## config.mk

```make
export PLATFORM = sky130hd
export DESIGN_NAME = sdac_front
export DESIGN_NICKNAME = d
export VERILOG_FILES = /design/src/rtl/sdac_pkg.sv /design/src/rtl/sdac_ctrl.sv /design/src/rtl/sdac_path.sv /design/src/rtl/sdac_front.sv
export SDC_FILE = /design/constraint.sdc
export NUM_CORES = 1
export LEC_CHECK = 0
export CAP_MARGIN = 20
export CORE_UTILIZATION = 25
export DETAILED_ROUTE_END_ITERATION = 16
export DONT_BUFFER_PORTS = 1
export HOLD_SLACK_MARGIN = 0.1
export PLACE_DENSITY = 0.44
export SLEW_MARGIN = 5
export SYNTH_ARGS = -nofsm -noshare
export SYNTH_HDL_FRONTEND = slang
export SYNTH_HIERARCHICAL = 1
export SYNTH_SLANG_ARGS = --single-unit
```

## constraint.sdc

```tcl
create_clock -name clk -period 2.35 [get_ports clk]
set_clock_uncertainty 0.2 [all_clocks]
set_input_delay 0.47 -clock clk [delete_from_list [all_inputs] [get_ports clk]]
set_output_delay 0.47 -clock clk [all_outputs]
set_load 0.005 [all_outputs]
```

## src/rtl/sdac_pkg.sv

```systemverilog
package sdac_pkg;
  // Per-cycle commands from control to datapath.
  typedef struct packed {
    logic shiftEn;  // take one serial bit into the staging register
    logic loadEn;   // copy staging register into the code latch
  } sdacCtl_t;
endpackage

```

## src/rtl/sdac_ctrl.sv

```systemverilog
module sdac_ctrl
  import sdac_pkg::*;
#(
  parameter int WORD_W      = 16,
  parameter int SYNC_STAGES = 2
) (
  input  logic     clk,
  input  logic     rstN,
  input  logic     initN,
  input  logic     csN,
  input  logic     sclk,
  input  logic     sdi,
  output sdacCtl_t ctl,
  output logic     sdiS,
  output logic     frameErr
);
  localparam int CNT_W = $clog2(WORD_W) + 1;
  localparam logic [CNT_W-1:0] FULL = CNT_W'(WORD_W);

  logic [SYNC_STAGES-1:0] csPipe, sclkPipe, sdiPipe;
  logic csS, sclkS, csPrev, sclkPrev;
  logic csFall, csRise, sclkRise;
  logic [CNT_W-1:0] bitCnt;

  // Synchronisers run on power-on reset only; a clear leaves them alone.
  always_ff @(posedge clk or negedge rstN) begin
    if (!rstN) begin
      csPipe   <= '1;
      sclkPipe <= '0;
      sdiPipe  <= '0;
      csPrev   <= 1'b1;
      sclkPrev <= 1'b0;
    end else begin
      csPipe   <= {csPipe[SYNC_STAGES-2:0], csN};
      sclkPipe <= {sclkPipe[SYNC_STAGES-2:0], sclk};
      sdiPipe  <= {sdiPipe[SYNC_STAGES-2:0], sdi};
      csPrev   <= csS;
      sclkPrev <= sclkS;
    end
  end

  assign csS      = csPipe[SYNC_STAGES-1];
  assign sclkS    = sclkPipe[SYNC_STAGES-1];
  assign sdiS     = sdiPipe[SYNC_STAGES-1];
  assign csFall   = csPrev & ~csS;
  assign csRise   = ~csPrev & csS;
  assign sclkRise = ~sclkPrev & sclkS;

  always_comb begin
    ctl.shiftEn = sclkRise & ~csS;
    ctl.loadEn  = csRise & (bitCnt == FULL);
  end

  // Bit counter saturates so that long frames cannot wrap back to 16.
  always_ff @(posedge clk or negedge initN) begin
    if (!initN) begin
      bitCnt   <= '0;
      frameErr <= 1'b0;
    end else begin
      frameErr <= csRise & (bitCnt != FULL);
      if (csFall)
        bitCnt <= '0;
      else if (ctl.shiftEn && bitCnt != '1)
        bitCnt <= bitCnt + 1'b1;
    end
  end


  frame_start_chk: assert property (@(posedge clk) disable iff (!initN)
    csFall |=> (bitCnt == '0));


  err_single_chk: assert property (@(posedge clk) disable iff (!initN)
    frameErr |=> !frameErr);


  idle_hold_chk: assert property (@(posedge clk) disable iff (!initN)
    (csS && csPrev && !csFall) |=> $stable(bitCnt));
endmodule

```

## src/rtl/sdac_path.sv

```systemverilog
module sdac_path
  import sdac_pkg::*;
#(
  parameter int              WORD_W    = 16,
  parameter logic [WORD_W-1:0] INIT_CODE = '0
) (
  input  logic              clk,
  input  logic              initN,
  input  sdacCtl_t          ctl,
  input  logic              sdiS,
  output logic [WORD_W-1:0] code,
  output logic              updStrobe
);
  logic [WORD_W-1:0] shiftReg;
  logic              pendInit;

  // Staging register: cleared by reset or clear, MSB enters first.
  always_ff @(posedge clk or negedge initN) begin
    if (!initN)
      shiftReg <= '0;
    else if (ctl.shiftEn)
      shiftReg <= {shiftReg[WORD_W-2:0], sdiS};
  end

  // Code latch with asynchronous forcing to the starting value.
  always_ff @(posedge clk or negedge initN) begin
    if (!initN) begin
      code      <= INIT_CODE;
      pendInit  <= 1'b1;
      updStrobe <= 1'b0;
    end else begin
      pendInit  <= 1'b0;
      updStrobe <= pendInit | ctl.loadEn;
      if (ctl.loadEn)
        code <= shiftReg;
    end
  end


  init_value_chk: assert property (@(posedge clk) disable iff (!initN)
    pendInit |-> (code == INIT_CODE));


  load_value_chk: assert property (@(posedge clk) disable iff (!initN)
    ctl.loadEn |=> (code == $past(shiftReg)));


  hold_unless_load_chk: assert property (@(posedge clk) disable iff (!initN)
    (!ctl.loadEn && !pendInit) |=> $stable(code));


  strobe_single_chk: assert property (@(posedge clk) disable iff (!initN)
    updStrobe |=> !updStrobe);
endmodule

```

## src/rtl/sdac_front.sv

```systemverilog
module sdac_front
  import sdac_pkg::*;
#(
  parameter int WORD_W      = 16,
  parameter int SYNC_STAGES = 2,
  parameter bit BIPOLAR     = 1'b0
) (
  input  logic              clk,
  input  logic              rstN,
  input  logic              clrN,
  input  logic              csN,
  input  logic              sclk,
  input  logic              sdi,
  output logic [WORD_W-1:0] code,
  output logic              updStrobe,
  output logic              frameErr
);
  localparam logic [WORD_W-1:0] INIT_CODE =
    BIPOLAR ? {1'b1, {(WORD_W-1){1'b0}}} : '0;

  sdacCtl_t ctl;
  logic     sdiS;
  logic     initN;

  assign initN = rstN & clrN;

  sdac_ctrl #(.WORD_W(WORD_W), .SYNC_STAGES(SYNC_STAGES)) u_ctrl (
    .clk(clk), .rstN(rstN), .initN(initN), .csN(csN), .sclk(sclk),
    .sdi(sdi), .ctl(ctl), .sdiS(sdiS), .frameErr(frameErr)
  );

  sdac_path #(.WORD_W(WORD_W), .INIT_CODE(INIT_CODE)) u_path (
    .clk(clk), .initN(initN), .ctl(ctl), .sdiS(sdiS),
    .code(code), .updStrobe(updStrobe)
  );
endmodule

```

==> results_dict.tcl, run 1 <==
set metrics [dict create \
    status "completed" \
    ys_types 26 \
    synth_edf_count 0 \
    path_clk_slew_ns 0.08 \
    synth_area_leaders "dfrtp_1 57%, mux2_4 15%, mux2_2 7.6%, dfstp_2 5.4%, buf_12 2.1%" \
    coreArea_um2 7370 \
    yosysTopAreaCellShare_pct 56.9 \
    antenna_left 0 \
    routed_wl_um 3080 \
    p_per_area_nw_per_um2 746 \
    crit_path_start_kind "register" \
    synthCells 117 \
    antenna_found_initial 0 \
    crit_slowest_cell "dfrtp_1" \
    areaGrowthSynthToFinish_pct 14.2 \
    drtIter0Drc 59 \
    setup_viol 0 \
    gp_congestion 0.638 \
    crit_required_ns 2.34 \
    avgSynthCellArea_um2 16.5 \
    finalCritPeriodShare_pct 89.7 \
    rows 31 \
    die_x_um 90.0 \
    detailed_place_hpwl_um 2070 \
    wire_per_inst_um 13.4 \
    setup_tns_ns 0 \
    fp.dieArea_um2 8090 \
    via_count 913 \
    ioPinCount 24 \
    h-tree-depth 2 \
    ir_drop_uv 257 \
    gr-total-overflow 0 \
    clk_latency_ns 0.29 \
    finalHoldViolations 0 \
    path_max_fanout 7 \
    regToRegSetupSlack_ns 0.24 \
    syn-cell-area_um2 1930 \
    ys_seq_elements 48 \
    rsz0062_at_grt "false" \
    fin_crit_ns 2.11 \
    crit_path_max_incr_delay_ns 0.42 \
    grt_usage_pct 8.44 \
    cts.sinks 48 \
    cp_cell_sequence "ha_1 > and3_1 > ha_1 > nor4b_4 > buf_4 > a211oi_1 > a31o_1" \
    hold_path_class "reg2reg" \
    dr_wl_met2_um 1490 \
    max_freq_mhz 474 \
    start_util_pct 26.2 \
    maxCapViolCount 0 \
    syn-num-nets 126 \
    synth_seq_area_share_pct 62.4 \
    fill_cells 758 \
    crit_path_frequent_cell "ha_1" \
    top_layer_used "met4" \
    multi_input_area_um2 659 \
    ys_async_sr_fraction_pct 100 \
    power.leakage_uw 0.00103 \
    grt_max_degree 20 \
    cts_tree "built" \
    seq_area_um2 1210 \
    crit_family "simple AND/OR/NAND/NOR gates" \
    root_buffer "clkbuf_8" \
    wl_met1_um 1390 \
    grt_pass1_wl_um 5380 \
    clk_path_buf_depth 2 \
    fp.dieH_um 90.0 \
    synth.most_common_cell "dfrtp_1" \
    synthFlopType "dfrtp_1" \
    synthTopCellsByCount "44 x dfrtp_1, 19 x mux2_4, 13 x mux2_2" \
    drc 0 \
    cts_buffers 5 \
    first_global_vias 1010 \
    num_antenna_cells 0 \
    maxSlewViolCount 0 \
    synth_top_cell_by_area "dfrtp_1" \
    nNetsFinal 139 \
    end_kind "register" \
    fin_hold_ws_ns 0.155 \
    via_per_inst 3.97 \
    critical_path_arrival_ns 2.10 \
    path_class "reg2reg" \
    met3_length_um 177 \
    critPathBufInv 1 \
    yosys_warnings 6 \
    first_pass_iters 4 \
    drive_above_1_share_pct 42.7 \
    portBuffers 0 \
]
==> cell families after synthesis <==
kind of cell	Yosys count	share of synthesized area (%)
AOI/OAI and AO/OA	4	1.68
xor gates and xnor gates	1	0.453
adders and majority gates	3	1.94
buffers and inverters	9	4.20
DFF	48	62.4
muxes	34	23.4
other	1	0.194
and+or+nand+nor	17	5.82
==> sequential cells by signal (all words and copies together), names as in the netlist <==
register,cells
u_path/code,16
u_path/shiftReg,16
u_ctrl/bitCnt,5
u_ctrl/csPipe,2
u_ctrl/sclkPipe,2
u_ctrl/sdiPipe,2
u_ctrl/csPrev,1
u_ctrl/frameErr,1
u_ctrl/sclkPrev,1
u_path/pendInit,1
u_path/updStrobe,1
==> worst register-to-register path, stage by stage (launching register included) <==
cell and delay (ns):
dfrtp_1 0.42, ha_1 0.24, and3_1 0.19, ha_1 0.22, nor4b_4 0.27, buf_4 0.20, a211oi_1 0.09, a31o_1 0.19
==> metrics by stage <==
step / setup slack [ns] / std cells / power, uW / util, % / area (um2)
2_1_floorplan: 0.341 / 117 / 1100 / - / 1930
3_3_place_gp: 0.207 / 216 / 1130 / 27.9 / 2050
6_report: 0.242 / 230 / 1650 / 30.0 / 2210
3_5_place_dp: 0.147 / 216 / 1140 / 27.9 / 2050
4_1_cts: 0.121 / 229 / 1680 / 29.9 / 2200
5_1_grt: 0.138 / 230 / 1750 / 30.0 / 2210
==> repair_timing <==
item / 4_1_cts / 5_1_grt
hold endpoints to repair: 26 / 0
gates resized for setup: 0 / 0
hold buffers: 5 / 0
buffers inserted: 0 / 1
endpoints found under the setup margin: 0 / 2
==> worst paths after layout <==
path | start | end | cells past startpoint
hold / removal | u_ctrl/sdiPipe[0] | u_ctrl/sdiPipe[1] | 0
setup / recovery | u_ctrl/bitCnt[0] | u_ctrl/bitCnt[3] | 7
hold reg to reg | u_ctrl/sdiPipe[0] | u_ctrl/sdiPipe[1] | 0
setup reg to reg | u_ctrl/bitCnt[0] | u_ctrl/bitCnt[3] | 7
min in group asynchronous | rstN | u_ctrl/sdiPipe[0] | 1
max in group asynchronous | rstN | u_path/code[13] | 3
==> power by group <==
part | switching, uW | total, uW | internal, uW
Clock | 275 | 516 | 241
Combinational | 50.9 | 157 | 106
Sequential | 66.8 | 975 | 908
==> per-layer routing <==
layer | global-route usage (%) | up-vias
li1 | - | 423
met1 | 10.7 | 468
met2 | 13.4 | 19
met3 | 3.72 | 3
met4 | 1.61 | 0
met5 | 0 | -
==> layout make-up <==
class / instances / area share (%)
sequential: 48 / 54.6
multi-input combinational: 60 / 29.9
tap: 99 / 5.61
timing repair buffer: 11 / 4.87
clock buffer: 6 / 3.74
inverter: 4 / 0.680
clock inverter: 2 / 0.623
==> cell usage in the layout (no fill, tap or decap), drive strengths merged, types with 2 or more instances in the layout <==
cell | netlist | final
clkbuf | 1 | 6
mux2 | 32 | 32
nor2 | 6 | 6
ha | 3 | 3
buf | 4 | 6
and3 | 2 | 2
a31o | 2 | 2
mux2i | 2 | 2
dfstp | 4 | 4
a211oi | 2 | 2
inv | 4 | 5
dlygate4sd3 | 0 | 5
dfrtp | 44 | 44
Power figures use the tool's default switching activity.
==> run 2: changes to the inputs <==
- CTS_CLUSTER_SIZE: default -> 8
- PLACE_DENSITY: 0.44 -> default
- PLACE_DENSITY_LB_ADDON: default -> 0.08
==> results_dict.tcl, run 2 (synthesis gave the netlist of run 1 again) <==
set metrics [dict create \
    rows 31 \
    crit_cells 6 \
    status "completed" \
    nNetsFinal 136 \
    first_pass_iters 4 \
    setup_ws_ns 0.172 \
    post-place-cells 214 \
    setup_tns_ns 0 \
    grt_usage_pct 8.07 \
    cp_cell_sequence "ha_1 > and3_1 > ha_1 > nor4b_4 > a211oi_1 > a31o_1" \
    die_x_um 90.0 \
    rr_worst_depth 6 \
    maxCapViolCount 0 \
    crit_slowest_cell "nor4b_4" \
    clk_path_buf_depth 2 \
    pre_cts_slack_ns 0.177 \
    h-tree-depth 2 \
    holdPathStages 0 \
    via_count 900 \
    critical_path_arrival_ns 2.17 \
    gp_congestion 0.654 \
    num_antenna_cells 0 \
    critPathBufInv 0 \
    max_freq_mhz 459 \
    via_per_inst 3.96 \
    drtIter0Drc 47 \
    antenna_left 0 \
    tightest_slew_ns 0.525 \
    crit_family "simple AND/OR/NAND/NOR gates" \
    coreArea_um2 7370 \
    fin_crit_ns 2.18 \
    crit_path_frequent_cell "ha_1" \
    relSlewSlack_pct 65.0 \
    path_clk_slew_ns 0.08 \
    first_global_vias 974 \
    portBuffers 0 \
    detailed_place_hpwl_um 1890 \
    maxSlewViolCount 0 \
    finalHoldViolations 0 \
    routed_wl_um 2980 \
    start_util_pct 26.2 \
    gr-total-overflow 0 \
    crit_required_ns 2.34 \
    reg.largest.list "u_path/code x16, u_path/shiftReg x16, u_ctrl/bitCnt x5" \
    clk_latency_ns 0.30 \
    drive_above_1_share_pct 40.6 \
    hold_path_class "reg2reg" \
    layout_common_cells "44 x dfrtp_1, 19 x mux2_4, 13 x mux2_2" \
    crit_path_start_kind "register" \
    finalCritPeriodShare_pct 92.7 \
    cts_buffers 5 \
    stdcell_count 227 \
    power.leakage_uw 0.00100 \
    setup_viol 0 \
    drc 0 \
    end_kind "register" \
    path_max_fanout 7 \
    fp.dieArea_um2 8090 \
    areaGrowthSynthToFinish_pct 12.2 \
    grt_pass1_wl_um 5010 \
    wire_per_inst_um 13.1 \
    rsz0062_at_grt "false" \
    path_class "reg2reg" \
    ir_drop_uv 349 \
    grt_max_degree 41 \
    crit_path_max_incr_delay_ns 0.46 \
    fp.dieH_um 90.0 \
    regToRegSetupSlack_ns 0.17 \
    postCtsSetupBuffers 0 \
    final_common_cell "dfrtp_1" \
    antenna_found_initial 0 \
    root_buffer "clkbuf_8" \
    ioPinCount 24 \
    cts_tree "built" \
    cts.sinks 48 \
    p_per_area_nw_per_um2 752 \
]
[run 2: changes by cell type in the layout (fill, tap and decap cells not counted), sizes merged]
cell,change
buf,-3
clkbuf,+1
clkinv,-1
clkinvlp,+1
inv,-1
[run 2: area by class of cell]
type	instances	area [um2]
clock buffer	7	86.3
clock inverter	1	7.51
multi-input combinational	60	659
inverter	4	15.0
fill	761	5200
sequential	48	1210
timing repair buffer	8	72.6
tap	99	124
[run 2: worst reg2reg max path: cells and delay by family, from the launching register on]
kind,cells,cell delay [ns]
fa+ha+maj,2,0.44
compound gates,2,0.36
simple gates,2,0.65
flops,1,0.42
[run 2: power by group]
part	internal [uW]	switching, uW	leakage [uW]	total, uW
Sequential	908	63.3	0.000628	972
Clock	239	270	0.0000445	510
Combinational	103	49.1	0.000328	152
[run 2: worst paths after layout]
| kind | startpoint | end |
|---|---|---|
| worst max register to register | u_ctrl/bitCnt[0] | u_ctrl/bitCnt[3] |
| worst min-delay path | u_ctrl/sclkPipe[0] | u_ctrl/sclkPipe[1] |
| min in group asynchronous | rstN | u_ctrl/sdiPipe[0] |
| worst max-delay path | u_ctrl/bitCnt[0] | u_ctrl/bitCnt[3] |
| max in group asynchronous | rstN | u_path/pendInit |
| worst min register to register | u_ctrl/sclkPipe[0] | u_ctrl/sclkPipe[1] |
[run 2: what timing repair did]
action	in CTS	in global routing
resized for setup	0	0
hold buffers	5	0
endpoints found under the hold margin	50	0
[run 2: routing by layer]
layer  track usage (%)  wire (um)
met1              10.1       1430
met2              12.5       1370
met3              2.71        124
met4              4.03         61
met5                 0          0
[run 2: per-stage QoR]
stage | total power, uW | instance area, um2 | util (%) | hold slack [ns]
after floorplan | 1100 | 1930 | - | -0.0256
after global placement | 1130 | 2030 | 27.5 | -0.0253
after detailed placement | 1140 | 2030 | 27.5 | -0.0254
after CTS | 1670 | 2170 | 29.5 | 0.166
after global routing | 1720 | 2170 | 29.5 | 0.167
final | 1630 | 2170 | 29.5 | 0.158
==> run 3: changes to the inputs <==
- CORE_UTILIZATION: 25 -> 45
- GPL_TIMING_DRIVEN: default -> 0
==> results_dict.tcl, run 3 (synthesis gave the netlist of run 1 again) <==
set metrics [dict create \
    fp.dieH_um 67.6 \
    maxCapViolCount 0 \
    areaGrowthSynthToFinish_pct 12.1 \
    clk_latency_ns 0.29 \
    path_class "reg2reg" \
    power.leakage_uw 0.00103 \
    sequentialPowerShare_pct 58.9 \
    fin_crit_ns 2.18 \
    cts.sinks 48 \
    fp.dieArea_um2 4570 \
    power_uw 1650 \
    die_x_um 67.6 \
    multi_input_area_um2 648 \
    root_buffer "clkbuf_8" \
    drc 0 \
    crit_path_max_incr_delay_ns 0.46 \
    drive_above_1_share_pct 39.7 \
    grt_max_degree 28 \
    start_util_pct 47.7 \
    via_per_inst 5.10 \
    first_global_vias 942 \
    finalCritPeriodShare_pct 92.9 \
    crit_path_frequent_cell "ha_1" \
    routed_wl_um 2590 \
    crit_path_start_kind "register" \
    crit_required_ns 2.34 \
    grt_usage_pct 14.0 \
    p_int_uw 1280 \
    cp_cell_sequence "ha_1 > and3_1 > ha_1 > nor4b_4 > a211oi_1 > a31o_1" \
    coreArea_um2 4060 \
    crit_slowest_cell "nor4b_4" \
    layout_common_cells "44 x dfrtp_1, 19 x mux2_4, 13 x mux2_2" \
    seq_area_um2 1210 \
    drtIter0Drc 25 \
    end_kind "register" \
    ir_drop_uv 417 \
    first_pass_iters 3 \
    path_max_fanout 7 \
    gp_congestion 0.792 \
    status "completed" \
    setup_viol 0 \
    hold_path_class "reg2reg" \
    h-tree-depth 2 \
    post-place-cells 168 \
    clk_path_buf_depth 2 \
    portBuffers 0 \
    stdcell_count 181 \
    detailed_place_hpwl_um 1770 \
    nNetsFinal 139 \
    reg.largest.list "u_path/code x16, u_path/shiftReg x16, u_ctrl/bitCnt x5" \
    rows 23 \
    p_per_area_nw_per_um2 759 \
    grt_pass1_wl_um 4460 \
    maxSlewViolCount 0 \
    use_met1_pct 16.4 \
    gr-total-overflow 0 \
    antenna_found_initial 0 \
    cts_tree "built" \
    antenna_left 0 \
    use_met2_pct 21.7 \
    grt.busiest_layer "met2" \
    swShare_pct 22.0 \
    path_clk_slew_ns 0.08 \
    max_freq_mhz 458 \
    ioPinCount 24 \
    via_count 924 \
    num_antenna_cells 0 \
    finalHoldViolations 0 \
    fin_hold_ws_ns 0.156 \
    rsz0062_at_grt "false" \
    critical_path_arrival_ns 2.17 \
    use_met3_pct 6.25 \
    cts_buffers 5 \
    wire_per_inst_um 14.3 \
    fill_cells 333 \
    pwr-share-comb_pct 9.6 \
    setup_tns_ns 0 \
    clock_power_share_pct 31.5 \
    final_common_cell "dfrtp_1" \
    p_switching_uw 361 \
]
-- run 3: cell types whose count changed in the layout (fill, tap and decap cells not counted) --
cell and delta:
clkbuf_1 +1, nor3b_1 +1, clkinvlp_4 -1, buf_6 +2, buf_12 +3, buf_4 -3, nor4_1 +1, nor4_2 -1
clkbuf_8 +1, nor3b_2 -1
-- run 3: power groups by stage --
| stage | logic, uW | clock network (uW) | registers [uW] |
|---|---|---|---|
| 4_1_cts | 161 | 544 | 971 |
| 6_report | 158 | 519 | 969 |
| 5_1_grt | 178 | 578 | 983 |
| 2_1_floorplan | 133 | 0 | 967 |
| 3_3_place_gp | 143 | 0 | 985 |
| 3_5_place_dp | 151 | 0 | 988 |
-- run 3: cell type report --
cell class	count	area share, %
buffer	5	3.06
clock buffer	8	4.62
inverter	4	0.692
multi-input combinational	60	29.9
sequential	48	55.6
tap	50	2.89
timing repair buffer	6	3.23
-- run 3: through the flow --
stage               cell area [um2]  util [%]  worst slack (ns)
finish                         2170      53.4             0.168
global route                   2170      53.4            0.0343
CTS                            2170      53.4             0.159
detailed placement             2020      49.7             0.176
global placement               2000      49.2           0.00641
floorplan                      1930         -             0.341
-- run 3: final timing paths --
check                             startpoint                  to  slack (ns)  cells past startpoint
max                         u_ctrl/bitCnt[0]    u_ctrl/bitCnt[3]        0.17                      6
min                        u_ctrl/sdiPipe[0]   u_ctrl/sdiPipe[1]        0.16                      0
max reg2reg                 u_ctrl/bitCnt[0]    u_ctrl/bitCnt[3]        0.17                      6
min reg2reg                u_ctrl/sdiPipe[0]   u_ctrl/sdiPipe[1]        0.16                      0
max in group asynchronous               rstN  u_path/shiftReg[7]        0.72                      3
min in group asynchronous               rstN     u_ctrl/sclkPrev        0.33                      1
-- run 3: worst max-delay path: cells and delay by family, from the launching register on --
family	cells	cell delay (ns)
DFF	1	0.42
and+or+nand+nor	2	0.65
AOI/OAI and AO/OA	2	0.35
adders and majority gates	2	0.45
-- run 3: metal layers --
layer | up-vias | routed length [um]
met1 | 469 | 1160
li1 | 426 | -
met2 | 23 | 1240
met4 | 0 | 53
met3 | 6 | 136
met5 | - | 0
-- run 3: what timing repair did --
item	in CTS	in global routing
gates resized for setup	0	0
endpoints found under the hold margin	23	0
hold buffers	5	0
buffers inserted	0	0
